==> src/rtl/wdog_guard_pkg.sv <==
package wdog_guard_pkg;

    // Control states of the watchdog
    typedef enum logic [1:0] {
        ST_OFF   = 2'b00,
        ST_COUNT = 2'b01,
        ST_GRACE = 2'b10,
        ST_RESET = 2'b11
    } wd_state_t;

    // Exponent of the time-out interval for one select value, limited to the counter width
    function automatic int unsigned ivl_exp(input int unsigned sel, input int unsigned base,
                                            input int unsigned step, input int unsigned width);
        int unsigned raw;
        raw = base + step * sel;
        return (raw > width) ? width : raw;
    endfunction

endpackage

==> src/rtl/wdog_upcount.sv <==
module wdog_upcount
    import wdog_guard_pkg::*;
#(
    parameter int unsigned CNT_W    = 18,
    parameter int unsigned SEL_W    = 3,
    parameter int unsigned BASE_EXP = 4,
    parameter int unsigned EXP_STEP = 2
) (
    input  logic             clk,
    input  logic             por_n,
    input  logic             inc,
    input  logic             zero,
    input  logic [SEL_W-1:0] sel,
    output logic             tick
);
    localparam int unsigned NSEL = 1 << SEL_W;

    logic [CNT_W-1:0] cnt_q;
    logic [NSEL-1:0]  wrap_at;

    // One boundary detector per interval: all low bits set means the next step crosses it
    for (genvar g = 0; g < NSEL; g++) begin : g_ivl
        localparam int unsigned EXPN = ivl_exp(g, BASE_EXP, EXP_STEP, CNT_W);
        assign wrap_at[g] = &cnt_q[EXPN-1:0];
    end

    // A clear strobe takes priority over a boundary crossing
    assign tick = inc && !zero && wrap_at[sel];

    always_ff @(posedge clk or negedge por_n) begin
        if (!por_n) begin
            cnt_q <= '0;
        end else if (zero) begin
            cnt_q <= '0;
        end else if (inc) begin
            cnt_q <= cnt_q + 1'b1;
        end
    end

endmodule

==> src/rtl/wdog_span.sv <==
module wdog_span #(
    parameter int unsigned LEN = 1024
) (
    input  logic clk,
    input  logic por_n,
    input  logic run,
    input  logic clr,
    output logic last
);
    localparam int unsigned W = (LEN > 2) ? $clog2(LEN) : 1;
    localparam logic [W-1:0] LAST_VAL = W'(LEN - 1);

    logic [W-1:0] cnt_q;

    // Marks the final clock of a span of LEN clocks while run is held
    assign last = run && (cnt_q == LAST_VAL);

    always_ff @(posedge clk or negedge por_n) begin
        if (!por_n) begin
            cnt_q <= '0;
        end else if (!run || clr || last) begin
            cnt_q <= '0;
        end else begin
            cnt_q <= cnt_q + 1'b1;
        end
    end

endmodule

==> src/rtl/wdog_ctrl.sv <==
module wdog_ctrl
    import wdog_guard_pkg::*;
(
    input  logic clk,
    input  logic por_n,
    input  logic run_en,
    input  logic rst_en,
    input  logic kick,
    input  logic tick,
    input  logic grace_last,
    input  logic pulse_last,
    output logic cnt_inc,
    output logic cnt_zero,
    output logic enter_rst,
    output logic in_grace,
    output logic in_reset
);
    wd_state_t state_q;
    wd_state_t state_d;

    // State register
    always_ff @(posedge clk or negedge por_n) begin
        if (!por_n) begin
            state_q <= ST_OFF;
        end else begin
            state_q <= state_d;
        end
    end

    // Transitions
    always_comb begin
        state_d = state_q;
        unique case (state_q)
            ST_OFF: begin
                if (run_en) begin
                    state_d = tick ? ST_GRACE : ST_COUNT;
                end
            end
            ST_COUNT: begin
                if (!run_en) begin
                    state_d = ST_OFF;
                end else if (tick) begin
                    state_d = ST_GRACE;
                end
            end
            ST_GRACE: begin
                if (!run_en) begin
                    state_d = ST_OFF;
                end else if (kick) begin
                    state_d = ST_COUNT;
                end else if (grace_last) begin
                    state_d = rst_en ? ST_RESET : (tick ? ST_GRACE : ST_COUNT);
                end
            end
            ST_RESET: begin
                if (pulse_last) begin
                    state_d = run_en ? ST_COUNT : ST_OFF;
                end
            end
            default: state_d = ST_OFF;
        endcase
    end

    // Outputs decoded from the current state
    always_comb begin
        in_grace  = (state_q == ST_GRACE);
        in_reset  = (state_q == ST_RESET);
        cnt_inc   = run_en && (state_q != ST_RESET);
        enter_rst = (state_q == ST_GRACE) && run_en && !kick && grace_last && rst_en;
        cnt_zero  = kick || enter_rst;
    end

endmodule

==> src/rtl/wdog_flags.sv <==
module wdog_flags (
    input  logic clk,
    input  logic por_n,
    input  logic irq_set,
    input  logic irq_drop,
    input  logic irq_clr,
    input  logic rst_set,
    input  logic rst_clr,
    output logic irq_flag,
    output logic rst_flag
);
    // Time-out flag: set has priority over the software clear, the reset entry wipes it
    always_ff @(posedge clk or negedge por_n) begin
        if (!por_n) begin
            irq_flag <= 1'b0;
        end else if (irq_drop) begin
            irq_flag <= 1'b0;
        end else if (irq_set) begin
            irq_flag <= 1'b1;
        end else if (irq_clr) begin
            irq_flag <= 1'b0;
        end
    end

    // Reset-cause flag: only power-on reset or its own clear strobe removes it
    always_ff @(posedge clk or negedge por_n) begin
        if (!por_n) begin
            rst_flag <= 1'b0;
        end else if (rst_set) begin
            rst_flag <= 1'b1;
        end else if (rst_clr) begin
            rst_flag <= 1'b0;
        end
    end

endmodule

==> src/rtl/wdog_guard.sv <==
module wdog_guard #(
    parameter int unsigned CNT_W     = 18,
    parameter int unsigned SEL_W     = 3,
    parameter int unsigned BASE_EXP  = 4,
    parameter int unsigned EXP_STEP  = 2,
    parameter int unsigned DLY_LEN   = 1024,
    parameter int unsigned PULSE_LEN = 63
) (
    input  logic             clk,
    input  logic             por_n,
    input  logic             run_en,
    input  logic [SEL_W-1:0] ivl_sel,
    input  logic             irq_en,
    input  logic             rst_en,
    input  logic             kick,
    input  logic             irq_flag_clr,
    input  logic             rst_flag_clr,
    output logic             irq_flag,
    output logic             rst_flag,
    output logic             irq,
    output logic             sys_rst
);
    logic tick;
    logic cnt_inc;
    logic cnt_zero;
    logic enter_rst;
    logic in_grace;
    logic in_reset;
    logic grace_last;
    logic pulse_last;

    wdog_upcount #(
        .CNT_W   (CNT_W),
        .SEL_W   (SEL_W),
        .BASE_EXP(BASE_EXP),
        .EXP_STEP(EXP_STEP)
    ) u_count (
        .clk  (clk),
        .por_n(por_n),
        .inc  (cnt_inc),
        .zero (cnt_zero),
        .sel  (ivl_sel),
        .tick (tick)
    );

    wdog_span #(.LEN(DLY_LEN)) u_grace (
        .clk  (clk),
        .por_n(por_n),
        .run  (in_grace),
        .clr  (kick),
        .last (grace_last)
    );

    wdog_span #(.LEN(PULSE_LEN)) u_pulse (
        .clk  (clk),
        .por_n(por_n),
        .run  (in_reset),
        .clr  (1'b0),
        .last (pulse_last)
    );

    wdog_ctrl u_ctrl (
        .clk       (clk),
        .por_n     (por_n),
        .run_en    (run_en),
        .rst_en    (rst_en),
        .kick      (kick),
        .tick      (tick),
        .grace_last(grace_last),
        .pulse_last(pulse_last),
        .cnt_inc   (cnt_inc),
        .cnt_zero  (cnt_zero),
        .enter_rst (enter_rst),
        .in_grace  (in_grace),
        .in_reset  (in_reset)
    );

    wdog_flags u_flags (
        .clk     (clk),
        .por_n   (por_n),
        .irq_set (tick),
        .irq_drop(enter_rst),
        .irq_clr (irq_flag_clr),
        .rst_set (enter_rst),
        .rst_clr (rst_flag_clr),
        .irq_flag(irq_flag),
        .rst_flag(rst_flag)
    );

    assign irq     = irq_flag && irq_en;
    assign sys_rst = in_reset;

endmodule

==> config.mk <==
export PLATFORM = sky130hd
export DESIGN_NAME = wdog_guard
export DESIGN_NICKNAME = d
export VERILOG_FILES = /design/src/rtl/wdog_guard_pkg.sv /design/src/rtl/wdog_upcount.sv /design/src/rtl/wdog_span.sv /design/src/rtl/wdog_ctrl.sv /design/src/rtl/wdog_flags.sv /design/src/rtl/wdog_guard.sv
export SDC_FILE = /design/constraint.sdc
export NUM_CORES = 1
export LEC_CHECK = 0
export ABC_CLOCK_PERIOD_IN_PS = 6050
export CAP_MARGIN = 25
export CORE_ASPECT_RATIO = 0.6
export CORE_MARGIN = 5
export CORE_UTILIZATION = 62
export CTS_CLUSTER_DIAMETER = 200
export CTS_CLUSTER_SIZE = 30
export DETAILED_ROUTE_END_ITERATION = 10
export PLACE_DENSITY = 0.9
export SYNTH_ARGS = -nofsm -noshare
export SYNTH_HDL_FRONTEND = slang
export SYNTH_HIERARCHICAL = 1
export SYNTH_SLANG_ARGS = --single-unit
==> constraint.sdc <==
create_clock -name clk -period 6.05 [get_ports clk]
set_clock_uncertainty 0.2 [all_clocks]
set_input_delay 0.605 -clock clk [delete_from_list [all_inputs] [get_ports clk]]
set_output_delay 0.605 -clock clk [all_outputs]
set_load 0.05 [all_outputs]
# After elaboration in Yosys (flattened, before gate mapping)
# Cells that the tools add are included.
# op_classes
addsub	3
n_reduce_logical	31
mul	0
magnitude_cmp	1
n_bitwise	0
eq_ne	10
div	0
n_shift	0
muxes	22
# ops
op	count
18-bit 2-to-1 mux	2
18-bit by 1-bit adder with 18-bit output, second input constant	1
2-bit 2-to-1 mux	9
18-bit AND reduction	1
16-bit AND reduction	1
14-bit AND reduction	1
12-bit AND reduction	1
10-bit by 1-bit adder with 10-bit output, second input constant	1
10-bit equality test, second input constant	1
1-bit logical AND	10
10-bit 2-to-1 mux	1
10-bit AND reduction	1
2-bit one-hot mux with 4 select lines	1
4-bit AND reduction	2
8-bit AND reduction	1
1-bit 2-to-1 mux	7
6-bit by 1-bit adder with 6-bit output, second input constant	1
6-bit equality test, second input constant	1
6-bit 2-to-1 mux	1
2-bit != test, second input constant	3
6-bit AND reduction	1
2-bit equality test, second input constant	2
1-bit zero test	4
1-bit logical OR	4
other kinds (8)	9
# word_totals
romBits	0
output_inout_bits	4
n_memories	0
latchBits	0
regBits	38
mem_bits_rw	0

# Longest topological paths before layout
# depth
depth_word	15
mapped_depth	13

# Cells and area by module
# The synthesis kept the hierarchy.
# modules_own_cells
module	area_per_inst_um2	n_inst	cells_per_inst
wdog_upcount	975.9	1	106
wdog_span at u_grace	493.0	1	52
wdog_span at u_pulse	287.8	1	28
wdog_ctrl	202.7	1	25
wdog_flags	80.1	1	7
wdog_guard	10.0	1	2

# Worst setup path after synthesis
# No wires, ideal clock.
# synth_timing
path_kind	reg2reg
startpoint	reg u_grace.cnt_q[0]
endpoint	reg u_ctrl.state_q[0]
setup_time_ps	66
setup_slack_ps	3301
arrival_ps	2483
path_stages_with_launch	13
n_path_buf	1
path_cell_list	dfrtp_1 -> ha_1 -> nand4_1 -> nor4_1 -> nand4_1 -> nand2b_1 -> clkbuf_1 -> nor2_1 -> o211ai_1 -> a21oi_1 -> or3_1 -> a21oi_1 -> o32a_1
# synth_between
elab_chain_cells	14
# synth_rtl
element	line_no	source
start: declaration	wdog_span.sv:13	logic [W-1:0] cnt_q;
start signal: assignment	wdog_span.sv:24	cnt_q <= cnt_q + 1'b1;
10-bit equality test (*)	wdog_span.sv:16	assign last = run && (cnt_q == LAST_VAL);
1-bit logical AND (*)	wdog_span.sv:16	
via grace_last	wdog_guard.sv:29	logic grace_last;
1-bit logical AND (*) (2 in a row)	wdog_ctrl.sv:69	enter_rst = (state_q == ST_GRACE) && run_en && !kick && grace_last && rst_en;
1-bit logical OR (*)	wdog_ctrl.sv:70	cnt_zero = kick || enter_rst;
via cnt_zero	wdog_guard.sv:25	logic cnt_zero;
1-bit zero test (*)	wdog_upcount.sv:28	assign tick = inc && !zero && wrap_at[sel];
1-bit logical AND (*) (2 in a row)	wdog_upcount.sv:28	
via tick	wdog_guard.sv:23	logic tick;
2-bit 2-to-1 mux	wdog_ctrl.sv:36, wdog_ctrl.sv:52	
2-bit 2-to-1 mux	wdog_ctrl.sv:52	state_d = rst_en ? ST_RESET : (tick ? ST_GRACE : ST_COUNT);
2-bit 2-to-1 mux	wdog_ctrl.sv:51	end else if (grace_last) begin
2-bit 2-to-1 mux	wdog_ctrl.sv:49	end else if (kick) begin
2-bit 2-to-1 mux	wdog_ctrl.sv:47	if (!run_en) begin
2-bit one-hot mux with 4 select lines	wdog_ctrl.sv:33	unique case (state_q)
end signal: assignment	wdog_ctrl.sv:26	state_q <= state_d;
end: declaration	wdog_ctrl.sv:18	wd_state_t state_q;
# The timed path passes the listed nets; every way through them passes the cells marked *. The select of a mux whose other input is x is not followed.
# A chain may end at the register's enable or synchronous reset.

# Worst setup path after layout
# Same ends and word-level chain as after synthesis.

==> metrics.csv <==
stage;metric;value;unit
sta;period utilisation layout;54.6;%
place;Port-buffer cells;14;
power;Sw Pwr;106;uW
flow_run;max cap viols;0;
run_status;run status;completed;
power;sequential power share;55.9;%
drt;via density per instance;5.80;
synth;Synth area leaders;dfrtp_1 46%, nor2_1 5.1%, xnor2_1 3.8%;
clock_tree;CTS sink count;38;
global_routing;GRT Overall Usage;20.9;%
floorplan;FP Rows;16;
place;GPL Wtd Cong;0.790;
sta;Rel. slew slack;45.6;%
clock_tree;Post-CTS Setup Repair Bufs;0;
sta;Least-Margin Pin Slew;0.815;ns
clock_tree;TritonCTS clock tree;built;
drt;Vias;1641;
synth;Yosys top cell area share;46.4;%
power;combinational group share of total power;5.5;%
synth;Seq/Total Area, Yosys;46.4;%
critical_path;Crit path largest cell delay;0.55;ns
drt;DR WL/cell;14.6;um
floorplan;Top-Level Pins;15;
drt;Post-DRT Antenna Nets;0;
layout;ANT cells;0;
sta;Setup TNS;0;ns
clock_tree;CTS buffer count;5;
clock_tree;Max Buffers Root-to-Sink;2;
critical_path;Worst Path Max Fanout;21;
place;detailed placement HPWL;2.97;mm
clock_tree;H-tree levels;2;
critical_path;family with the most delay on the worst path;simple AND/OR/NAND/NOR gates;
critical_path;r2r setup slk;2.75;ns
sta;final hold violations;0;
critical_path;Setup CP Type;reg2reg;
global_routing;global-route wire length before repair;7.32;mm
critical_path;RR Startpoint;u_grace/cnt_q[0];
critical_path;CP max stage cell;nand2b_1;
critical_path;startpoint types;flip-flop;
floorplan;Initial Util;63.6;%
synth;Post-Syn Instances;220;
synth;Seq cells post-synth;38;
drt;Initial DRT Pass Iterations;4;
critical_path;critical path startpoint;u_grace/cnt_q[0];
sta;min cycle time layout;3.30;ns
drt;Total Routed Length;4.14;mm
floorplan;Die Footprint;4590;sq um
critical_path;CP cell instances;ha_1, nand4_1, nor4_1, nand4_1, nand2b_1, nor2_1, o211ai_1, a21oi_1, or3_1, a21oi_1, o32a_1;
power;clock share of power;38.6;%
power;total power;465;uW
sta;setup violators final;0;
sta;fmax;0.303;GHz
sta;RSZ-0062 raised after global routing;false;
global_routing;vias in the first global route;1543;
power;P_leak;0.000884;uW
clock_tree;CTS clk-pin slew, worst paths;0.07;ns
critical_path;WP data required;6.08;ns
power;Max VDD drop;165;uV
layout;area added between synthesis and finish;12.7;%
floorplan;area of the core;3220;sq um
global_routing;global route total overflow;0;
drt;Iter 0 DRT Violations;131;
synth;Post-Syn Nets;235;
synth;Synth area leader;dfrtp_1;
drt;residual DRC count;0;
critical_path;crit path capture type;flip-flop;
sta;max-slew violations;0;
floorplan;Chip Height;54.5;um
synth;Avg Inst Size Synth;9.32;sq um
synth;Yosys cell types;46;
clock_tree;Skew-Pair Late Insertion Delay;0.29;ns
clock_tree;hold_buf cts;0;
worst_hold_path;HP Class;in2async;
global_routing;antenna violations before repair;0;
power;power per cell area;201;nW/um^2
clock_tree;CTS-repair resized insts;0;
clock_tree;CTS root buf;clkbuf_8;
global_routing;pin count of the biggest net entering global routing;39;
layout;layout cells sized above 1;8.82;%
critical_path;Worst Path Arrival;3.33;ns
floorplan;die width;84.2;um
power;switching part of the total;22.8;%
layout;Layout Nets;252;
power;internal power;359;uW
synth;Syn Std Cell Area;2050;sq um
critical_path;CP Buf/Inv Count;0;
synth;count of warnings emitted by yosys;6;
[final timing paths]
path,to,cells past startpoint
worst max-delay path,u_ctrl/state_q[0],11
worst min register to register,u_grace/cnt_q[0],1
max in group asynchronous,u_count/cnt_q[3],1
min in group clk,u_grace/cnt_q[0],1
worst min-delay path,u_pulse/cnt_q[1],1
worst max register to register,u_ctrl/state_q[0],11
[cell families after synthesis]
kind of cell | count (synthesis) | share of synthesized area, %
AO/OA/AOI/OAI | 41 | 12.7
XOR/XNOR | 16 | 6.84
adder cells (fa/ha/maj) | 4 | 2.44
buffers and inverters | 16 | 3.48
flip-flops | 38 | 46.4
multiplexers | 2 | 1.04
other | 1 | 0.183
AND/OR/NAND/NOR | 102 | 26.9
[placed cells by master, fill, tap and decap left out, types with 2 or more instances in the layout]
cell type,count
nand3_2,2
and2_1,3
or3_2,2
clkdlybuf4s50_1,13
o211ai_1,2
nor4_1,3
nor2b_1,6
o21ai_0,11
xor2_1,7
dfrtp_1,38
ha_1,4
nand4_1,8
a21oi_1,13
nand2_1,17
nand3_1,10
xnor2_1,9
inv_1,12
o31ai_1,2
nand2b_1,5
nor2_1,28
a21oi_2,2
or3_1,7
clkbuf_8,6
nor3_1,5
[power groups by stage]
stage	logic, uW	clock network, uW	registers [uW]
final	25.4	180	260
after global routing	29.1	198	261
after CTS	25.9	185	260
after detailed placement	25.9	0	265
after global placement	25.0	0	265
after floorplan	11.7	0	264
[flip-flops by register name, indices dropped and copies added, names as in the netlist]
register / flops
u_count/cnt_q: 18
u_pulse/cnt_q: 6
u_flags/rst_flag: 1
u_grace/cnt_q: 10
u_flags/irq_flag: 1
u_ctrl/state_q: 2
[synthesized netlist by cell type (all sizes together)]
library cell,number
a21boi,1
a21o,1
a21oi,15
a221oi,1
a31o,1
a31oi,1
a32o,1
and2,3
and4,1
buf,3
clkbuf,1
conb,1
dfrtp,38
ha,4
inv,12
mux2,1
mux2i,1
nand2,17
nand2b,5
nand3,13
nand4,8
nor2,28
nor2b,6
nor3,5
nor4,4
nor4b,1
o211ai,2
o21ai,12
o221a,1
o22a,1
o31ai,2
o32a,1
o41ai,1
or3,9
or4,2
xnor2,9
xor2,7
[final cells by class]
class	instances	area, sq um
Timing Repair Buffer	14	135
Clock buffer	6	82.6
Inverter	12	45.0
Tap cell	45	56.3
Sequential cell	38	951
Clock inverter	2	12.5
Fill cell	233	913
Multi-Input combinational cell	166	1030
[stage by stage]
step	cell area, sq um	cells	worst slack (ns)	hold slack [ns]	util, %
2_1_floorplan	2050	220	3.30	0.109	-
3_3_place_gp	2210	275	2.76	0.268	68.7
3_5_place_dp	2210	275	2.65	0.277	68.7
4_1_cts	2310	283	2.75	0.234	71.7
5_1_grt	2310	283	2.41	0.266	71.7
6_report	2310	283	2.75	0.204	71.7
[metal layers]
metal  vias up  track usage, %  routed length (um)
li1        804               -                   -
met1       791            27.7                2000
met2        39            33.6                1860
met3         7            5.56                 224
met4         0            7.75                  53
met5         -               0                   0
(Power assumes the default switching activity.)
